<file path="src/rtl/usb_susp_pkg.sv">
package usb_susp_pkg;
  localparam int STAT_W  = 32;
  localparam int FRAME_W = 14;
  localparam logic [1:0] SPD_FULL = 2'b11;
  localparam logic [STAT_W-1:0] STAT_RST = 32'h0000_0010;

  typedef struct packed {
    logic               dp;
    logic               dm;
    logic [FRAME_W-1:0] frame;
    logic               err;
    logic               susp;
  } stat_fields_t;

  function automatic logic [STAT_W-1:0] pack_status(stat_fields_t f);
    logic [STAT_W-1:0] w;
    w        = '0;
    w[23]    = f.dp;
    w[22]    = f.dm;
    w[21:8]  = f.frame;
    w[3]     = f.err;
    w[2:1]   = SPD_FULL;
    w[0]     = f.susp;
    return w;
  endfunction
endpackage

</file>
<file path="src/rtl/usb_line_sync.sv">
module usb_line_sync #(
  parameter int STAGES = 2,
  parameter int W      = 2
) (
  input  logic         clk_i,
  input  logic         rst_ni,
  input  logic [W-1:0] d_i,
  output logic [W-1:0] q_o,
  output logic         chg_o
);
  logic [STAGES-1:0][W-1:0] stg_q;
  logic [W-1:0]             prev_q;

  always_ff @(posedge clk_i or negedge rst_ni) begin
    if (!rst_ni) begin
      stg_q  <= '0;
      prev_q <= '0;
    end else begin
      stg_q[0] <= d_i;
      for (int i = 1; i < STAGES; i++) stg_q[i] <= stg_q[i-1];
      prev_q <= stg_q[STAGES-1];
    end
  end

  assign q_o   = stg_q[STAGES-1];
  assign chg_o = (stg_q[STAGES-1] != prev_q);
endmodule

</file>
<file path="src/rtl/usb_idle_timer.sv">
module usb_idle_timer #(
  parameter int IDLE_CYCLES = 144000
) (
  input  logic clk_i,
  input  logic rst_ni,
  input  logic chg_i,
  input  logic hold_i,
  output logic tmo_o
);
  localparam int CW = $clog2(IDLE_CYCLES + 1);
  localparam logic [CW-1:0] LAST = CW'(IDLE_CYCLES - 1);

  logic [CW-1:0] cnt_q;

  assign tmo_o = !hold_i && !chg_i && (cnt_q == LAST);

  // cleared while suspended so a resume needs a full fresh period
  always_ff @(posedge clk_i or negedge rst_ni) begin
    if (!rst_ni)                        cnt_q <= '0;
    else if (hold_i || chg_i || tmo_o)  cnt_q <= '0;
    else                                cnt_q <= cnt_q + 1'b1;
  end
endmodule

</file>
<file path="src/rtl/usb_susp_ctrl.sv">
module usb_susp_ctrl (
  input  logic clk_i,
  input  logic rst_ni,
  input  logic tmo_i,
  input  logic chg_i,
  input  logic rwake_i,
  input  logic erratic_i,
  input  logic soft_disc_i,
  output logic susp_o,
  output logic err_o,
  output logic irq_o
);
  logic susp_q, err_q, irq_q;
  logic enter;

  assign enter = !susp_q && (erratic_i || (tmo_i && !soft_disc_i));

  always_ff @(posedge clk_i or negedge rst_ni) begin
    if (!rst_ni) begin
      susp_q <= 1'b0;
      err_q  <= 1'b0;
      irq_q  <= 1'b0;
    end else begin
      irq_q <= enter;
      if (erratic_i) begin
        err_q  <= 1'b1;
        susp_q <= 1'b1;
      end else if (soft_disc_i) begin
        err_q  <= 1'b0;
        susp_q <= 1'b0;
      end else if (err_q) begin
        susp_q <= 1'b1;
      end else if (susp_q && (chg_i || rwake_i)) begin
        susp_q <= 1'b0;
      end else if (!susp_q && tmo_i) begin
        susp_q <= 1'b1;
      end
    end
  end

  assign susp_o = susp_q;
  assign err_o  = err_q;
  assign irq_o  = irq_q;
endmodule

</file>
<file path="src/rtl/usb_susp_mon.sv">
module usb_susp_mon
  import usb_susp_pkg::*;
#(
  parameter int IDLE_CYCLES = 144000,
  parameter int SYNC_STAGES = 2
) (
  input  logic               clk_i,
  input  logic               rst_ni,
  input  logic               dp_i,
  input  logic               dm_i,
  input  logic               sof_i,
  input  logic [FRAME_W-1:0] sof_frame_i,
  input  logic               erratic_i,
  input  logic               rwake_i,
  input  logic               soft_disc_i,
  output logic [STAT_W-1:0]  status_o,
  output logic               esusp_irq_o
);
  logic [1:0]         line_s;
  logic               line_chg;
  logic               tmo;
  logic               susp_q, err_q;
  logic [FRAME_W-1:0] frame_q;
  logic [STAT_W-1:0]  status_q;
  stat_fields_t       fld;

  usb_line_sync #(.STAGES(SYNC_STAGES), .W(2)) u_sync (
    .clk_i (clk_i),
    .rst_ni(rst_ni),
    .d_i   ({dp_i, dm_i}),
    .q_o   (line_s),
    .chg_o (line_chg)
  );

  usb_idle_timer #(.IDLE_CYCLES(IDLE_CYCLES)) u_idle (
    .clk_i (clk_i),
    .rst_ni(rst_ni),
    .chg_i (line_chg),
    .hold_i(susp_q),
    .tmo_o (tmo)
  );

  usb_susp_ctrl u_ctrl (
    .clk_i      (clk_i),
    .rst_ni     (rst_ni),
    .tmo_i      (tmo),
    .chg_i      (line_chg),
    .rwake_i    (rwake_i),
    .erratic_i  (erratic_i),
    .soft_disc_i(soft_disc_i),
    .susp_o     (susp_q),
    .err_o      (err_q),
    .irq_o      (esusp_irq_o)
  );

  always_ff @(posedge clk_i or negedge rst_ni) begin
    if (!rst_ni)    frame_q <= '0;
    else if (sof_i) frame_q <= sof_frame_i;
  end

  always_comb begin
    fld.dp    = line_s[1];
    fld.dm    = line_s[0];
    fld.frame = frame_q;
    fld.err   = err_q;
    fld.susp  = susp_q;
  end

  always_ff @(posedge clk_i or negedge rst_ni) begin
    if (!rst_ni) status_q <= STAT_RST;
    else         status_q <= pack_status(fld);
  end

  assign status_o = status_q;
endmodule

</file>
<file path="config.mk">
export PLATFORM = sky130hd
export DESIGN_NAME = usb_susp_mon
export DESIGN_NICKNAME = d
export VERILOG_FILES = /design/src/rtl/usb_susp_pkg.sv /design/src/rtl/usb_line_sync.sv /design/src/rtl/usb_idle_timer.sv /design/src/rtl/usb_susp_ctrl.sv /design/src/rtl/usb_susp_mon.sv
export SDC_FILE = /design/constraint.sdc
export NUM_CORES = 1
export LEC_CHECK = 0
export BUFFER_PORTS_ARGS = -buffer_cell sky130_fd_sc_hd__buf_2
export CAP_MARGIN = 0
export CORE_MARGIN = 2
export CORE_UTILIZATION = 40
export CTS_BUF_LIST = sky130_fd_sc_hd__clkbuf_16
export DETAILED_ROUTE_END_ITERATION = 12
export PLACE_DENSITY = 0.69
export SLEW_MARGIN = 20
export SYNTH_ARGS = -nofsm -noshare
export SYNTH_HDL_FRONTEND = slang
export SYNTH_SLANG_ARGS = --single-unit
</file>
<file path="constraint.sdc">
create_clock -name clk_i -period 1.8 [get_ports clk_i]
set_clock_uncertainty 0.05 [all_clocks]
set_input_delay 0.09 -clock clk_i [delete_from_list [all_inputs] [get_ports clk_i]]
set_output_delay 0.09 -clock clk_i [all_outputs]
set_load 0.02 [all_outputs]
</file>
Yosys cells after proc, flatten, opt, wreduce, memory -nomap -nowiden
Cells that the tools add are included.
{"block": "totals", "ff_bits": 62, "wordCells": 35, "out_inout_bits": 33, "inputBits": 22}
{"block": "op_classes", "n_reduce_logical": 15, "eq_ne": 2, "n_mux": 8, "n_addsub": 1}
{"op": "adder 18 x 1 -> 18 bit (second input constant)", "n": 1}
{"op": "equality test 18 bit (second input constant)", "n": 1}
{"op": "two-way mux 18 bit", "n": 1}
{"op": "two-way mux 1 bit", "n": 7}
{"op": "logical AND 1 bit", "n": 6}
{"op": "nonzero test 5 bit", "n": 1}
{"op": "logical OR 1 bit", "n": 4}
{"op": "logical NOT 1 bit", "n": 3}
{"op": "!= test 2 bit", "n": 1}
{"op": "nonzero test 2 bit", "n": 1}

Longest topological paths before layout
{"block": "depth", "ltp_word": 10, "depth_mapped": 6, "mapped_depth_nobuf": 5}

Cells and area by module
Synthesis repeated with hierarchy kept, for this count alone.
{"block": "hier_totals", "hier_cells": 183, "hier_area_um2": 2363.5}
{"module": "usb_susp_mon", "instances": 1, "area_per_inst_um2": 1118.6, "cells_each": 63, "seq_area_each_um2": 852.1}
{"module": "usb_idle_timer", "instances": 1, "area_per_inst_um2": 929.6, "cells_each": 97, "seq_area_each_um2": 450.4}
{"module": "usb_line_sync", "instances": 1, "area_per_inst_um2": 186.4, "cells_each": 11, "seq_area_each_um2": 150.1}
{"module": "usb_susp_ctrl", "instances": 1, "area_per_inst_um2": 128.9, "cells_each": 12, "seq_area_each_um2": 75.1}

Worst setup path after synthesis
OpenSTA, ideal clock, no wires.
{"block": "synth_path", "path_kind": "flip-flop to flip-flop", "start": "register u_idle.cnt_q[8]", "end": "register u_idle.cnt_q[1]", "path_buffers": 0, "stages_incl_launch_ff": 5, "t_required_ns": 1.630, "path_slack_ns": 0.320, "t_arrival_ns": 1.310, "synth_period_minus_slack_ns": 1.480, "setup_ns": 0.120, "path_cell_list": "dfrtp_1 > nor4b_2 > nand4b_1 > or2_4 > and3_1"}
{"block": "synth_between", "elab_chain_len": 4}
{"element": "from (decl)", "line": "usb_idle_timer.sv:13", "source": "logic [CW-1:0] cnt_q;"}
{"element": "from (signal assigned)", "line": "usb_idle_timer.sv:21", "source": "else cnt_q <= cnt_q + 1'b1;"}
{"element": "equality test 18 bit", "line": "usb_idle_timer.sv:15", "source": "assign tmo_o = !hold_i && !chg_i && (cnt_q == LAST);"}
{"element": "logical AND 1 bit", "line": "usb_idle_timer.sv:15"}
{"element": "logical OR 1 bit", "line": "usb_idle_timer.sv:20", "source": "else if (hold_i || chg_i || tmo_o) cnt_q <= '0;"}
{"element": "two-way mux 18 bit", "line": "usb_idle_timer.sv:20"}
Every way passes these cells.
A chain may end at the register's enable or synchronous reset.

Worst setup path after layout
{"block": "layout_path", "start": "register u_idle.cnt_q[8]", "end": "register u_ctrl.susp_q (netlist: u_ctrl.susp_o)"}
{"block": "layout_between", "elab_chain_len": 4}
{"element": "equality test 18 bit", "line": "usb_idle_timer.sv:15"}
{"element": "logical AND 1 bit", "line": "usb_idle_timer.sv:15"}
{"element": "logical AND 1 bit", "line": "usb_susp_ctrl.sv:35", "source": "end else if (!susp_q && tmo_i) begin"}
{"element": "nonzero test 5 bit (no source line)"}
{"element": "to (signal assigned)", "line": "usb_susp_ctrl.sv:32", "source": "susp_q <= 1'b1;"}
{"element": "to (signal assigned)", "line": "usb_susp_ctrl.sv:34", "source": "susp_q <= 1'b0;"}
{"element": "to (signal assigned)", "line": "usb_susp_ctrl.sv:36", "source": "susp_q <= 1'b1;"}
{"element": "to (decl)", "line": "usb_susp_ctrl.sv:13", "source": "logic susp_q, err_q, irq_q;"}
Every way passes these cells.

==> results.md <==
Pwr:
- The maximum resistive drop on vdd is 0.000653 V.
- The total power divided by cell area is between 1000 and 1500 nW/um2.
- In this run the static leakage power is between 1 and 1.5 nW.

Placement:
- Port buffering added 43 buffers.
- The congestion estimate from routability-driven global placement came to a little over 0.8.
- The post-placement cell area is 2570 um2.
- Detailed placement finished with a half-perimeter wire length of approximately 2700 um.

Setup path:
- The worst register-to-register path has a setup slack of around 150 ps.
- The required time of the critical path is slightly below 2000 ps.
- For this design, the slowest cell found on the critical path is dfrtp_1.
- For the worst flop-to-flop path, the logic depth is 4.
- Data arrives at the worst endpoint at about 1800 ps.
- The critical path launch point type is a flip-flop.
- The startpoint-to-endpoint class of the critical path is flip-flop to flip-flop.
- The terminus of the critical flop-to-flop path is u_ctrl.susp_o.
- Walking the worst path, the cells encountered are nor4b_2, nand4b_1, or2_4, a221oi_2.
- The highest cell delay on the worst timing path is 440 ps.
- In this design, the largest share of critical-path delay is due to simple AND/OR/NAND/NOR gates.
- The origin of the critical flop-to-flop path is u_idle.cnt_q[8].
- The type of element capturing the critical path is a flip-flop.
- The maximum fanout encountered on the critical timing path is 6.
- The count of buffering cells on the critical path with inverters included is 0.

GRT:
- The number of global-route vias before repair is 1,572.
- The first-pass GRT wire length is slightly above 7000 um.
- The final global-route overflow total is 0.
- The global router's overall resource usage is about 15%.
- Entering global routing, the biggest net connects 31 pins.
- The number of antenna violations at the first check in global routing came to 0.

Synthesis:
- In the synthesized netlist, mux cells make up roughly 7.3% of the area.
- The synthesis-stage register bit count is 59.
- The portion of the post-synthesis area used by sequential elements is roughly 64%.
- The distinct cell type count of the synthesized netlist is 31.
- The proportion of register bits with asynchronous set or reset after synthesis is between 90% and 100%.
- The count of flip-flops with a built-in enable after synthesis is 0.
- Among all flip-flop cells after synthesis, the most frequent one is dfrtp_1.
- The post-synthesis compound-gate area fraction is 2.66%.
- After Yosys synthesis, XOR and XNOR cells account for around 6.5% of the synthesized area.
- The largest total area in the synthesized netlist belongs to dfrtp_1.
- Ranked by instance count, the synthesized netlist is headed by dfrtp_1, nor2_1, mux2_2.
- The largest family of logic cells by synthesized area is simple AND/OR/NAND/NOR gates.
- The most common cell in the synthesized netlist is dfrtp_1.
- The synthesized netlist cell count is 174.
- The synthesized netlist devotes less than 1% of its cell area to adder and majority cells.
- In this run the mean area of a mapped cell was about 13 um2.
- The portion of synthesized cell area occupied by the leading cell type is a little over three fifths.
- For this run, the number of Yosys warnings is 0.
- After synthesis the cells add up to roughly 2300 um2.
- The simple logic cell fraction of the synthesized area is between 10% and 20%.
- After synthesis, the cell types taking the most area are dfrtp_1, mux2_2, buf_4.

Clocking:
- Clock-pin slew was measured on the worst setup and hold paths at about 50 ps.
- The total number of H-tree levels is 3.
- For this design, the sink count on the clock tree is a little under 60.
- TritonCTS built the clock tree.
- Buffers inserted during clock tree synthesis total 9.
- The maximum number of buffers from clock root to sink is 2.
- The number of instances resized during post-cts repair is 0.
- The cell at the root of the clock tree is clkbuf_16.
- The clock latency on the worst-skew pair is about 320 ps.

Timing:
- Across all hold checks on the routed design, the worst slack comes to roughly 140 ps.
- Setup total negative slack on the finished layout was measured at 0 ps.
- The final cycle utilization of the critical path is about nine tenths.
- The number of hold-slack violations in the final timing report came to 0.
- Setup repair after global routing left no endpoint under its margin.
- Timing would allow up to ~610 MHz.
- Setup violations remaining at the end of the flow were counted as 0.
- The clock period minus final worst setup slack is between 1500 and 2000 ps.
- The number of max-slew violations in the final report is 0.

Floorplanning:
- The count of pins on the block boundary is 55.
- The floorplan step set the die height to ~80 um.
- The floorplan die width is roughly 80 um.
- The floorplan die area is 6380 um2.
- The starting utilization of the core area is about two fifths.
- The core region area is 5540 um2.
- The number of core rows is 27.

Routing:
- The first detailed-routing pass took 4 iterations.
- For this block, the via count after detailed routing is roughly 1,500.
- In the routed layout, each cell is associated on average with a via count of about 4.6.
- The detail route stage leaves a number of antenna-violating nets equal to 0.
- In this run, the number of DRC markers left after iteration 0 of detailed routing was 62.
- For this run, design rule violations remaining after detail routing come to 0.
- The average detailed-routed wire length per instance is 13.0 um.
- The total routed wirelength is around 4200 um.

Worst hold path:
- The worst hold path class is input pin to flip-flop.
- The start point of the worst hold path is rwake_i.
- The worst hold path terminates at u_ctrl.susp_o.
- The worst hold path was traced through 4 stages.

Status:
- The flow ran to the end, and the final reports show no timing, DRC or antenna violations.

Cells and area:
- The area overhead of the layout relative to synthesis is 34.2%.
- Once layout is done, the placed cells without fillers occupy approximately 3100 um2.
- The layout has between 400 and 500 filler cells.
- The number of antenna diodes is 0.
- The final-stage net count is between 200 and 300.
- The share of layout cells above drive strength 1 is roughly a third.

Job:
- Max-cap violations in this run came to 0.
==> how the worst max path moves through the flow <==
| stage | startpoint | end | slack (ps) | depth (start not counted) |
|---|---|---|---|---|
| 3_5_place_dp | u_idle.cnt_q[8] | u_ctrl.irq_o | 230 | 4 |
| 5_1_grt | u_idle.cnt_q[8] | u_ctrl.susp_o | 40 | 4 |
| 2_1_floorplan | u_idle.cnt_q[8] | u_idle.cnt_q[1] | 320 | 4 |
| 6_report | u_idle.cnt_q[8] | u_ctrl.susp_o | 150 | 4 |
| 4_1_cts | u_idle.cnt_q[8] | u_ctrl.susp_o | 170 | 4 |
| 3_3_place_gp | u_idle.cnt_q[8] | u_idle.cnt_q[1] | 250 | 4 |
==> worst register-to-register path, delay by kind of cell, from the launching register on <==
kind	cells	cell delay, ps
and+or+nand+nor	3	840
DFF	1	440
AOI/OAI and AO/OA	1	220
==> layout make-up <==
cell class / instances / area (um2) / area share [%]
flip-flops and latches: 59 / 1480 / 47.8
multi-input cells: 108 / 748 / 24.2
repair buffers: 65 / 440 / 14.3
clock buffers: 9 / 225 / 7.29
clock inverters: 7 / 101 / 3.28
well taps: 72 / 90.1 / 2.91
inverters: 2 / 7.51 / 0.243
==> placed cells by master (no fill, tap or decap) <==
cell	n
ha_1	1
clkbuf_16	9
conb_1	13
nand4b_1	1
a221oi_2	1
buf_2	43
mux2i_1	1
o21ai_2	1
inv_6	1
and4_2	1
dfrtp_1	58
nand2_1	3
and3_1	3
a211oi_1	1
nor2_1	18
xor2_1	10
o32ai_2	1
dlygate4sd3_1	19
nor4_1	2
o221ai_1	1
and4_1	4
clkinv_4	2
bufinv_16	2
o21ai_0	1
dfstp_2	1
buf_12	1
nand4_1	8
or3_1	1
inv_1	2
nand3_1	7
xnor2_1	7
buf_4	2
nor3_1	6
clkinvlp_4	2
nor4b_2	1
or2_4	1
mux2_2	14
==> metal layers <==
metal	track usage (%)	up-vias	part of all wire (%)
li1	-	727	-
met1	19.7	712	45
met2	22.7	48	46
met3	4.75	8	6.1
met4	8.14	0	2.2
met5	0	-	0
==> sequential cells by signal, summed over array words and instances, names as in the netlist <==
register       count
frame_q           14
status_o          19
u_ctrl.err_o       1
u_ctrl.irq_o       1
u_ctrl.susp_o      1
u_idle.cnt_q      18
u_sync.prev_q      1
u_sync.q_o         2
u_sync.stg_q       2
==> where the power goes <==
part           internal, W  leakage (nW)  switching (W)
registers          0.00141         0.727      0.0000344
clock network      0.00122         0.152       0.000606
logic             0.000118         0.507       0.000163
==> through the flow <==
step | total power (W) | util, % | worst slack (ps) | std cells
2_1_floorplan | 0.00162 | - | 320 | 185
3_3_place_gp | 0.00171 | 46.5 | 254 | 287
3_5_place_dp | 0.00172 | 46.5 | 230 | 287
4_1_cts | 0.00359 | 55.8 | 169 | 322
5_1_grt | 0.00368 | 55.8 | 42.4 | 322
6_report | 0.00355 | 55.8 | 154 | 322
==> repair_timing <==
action / in CTS / in global routing
endpoints found under the hold margin: 77 / 0
setup buffers: 0 / 0
hold buffers: 19 / 0
==> kinds of logic after synthesis <==
logic type / after synthesis
simple gates: 56
xor+xnor: 17
fa+ha+maj: 1
buf+inv: 18
mux: 15
compound gates: 6
flops: 59
other cells: 2
Power figures use the tool's default switching activity.
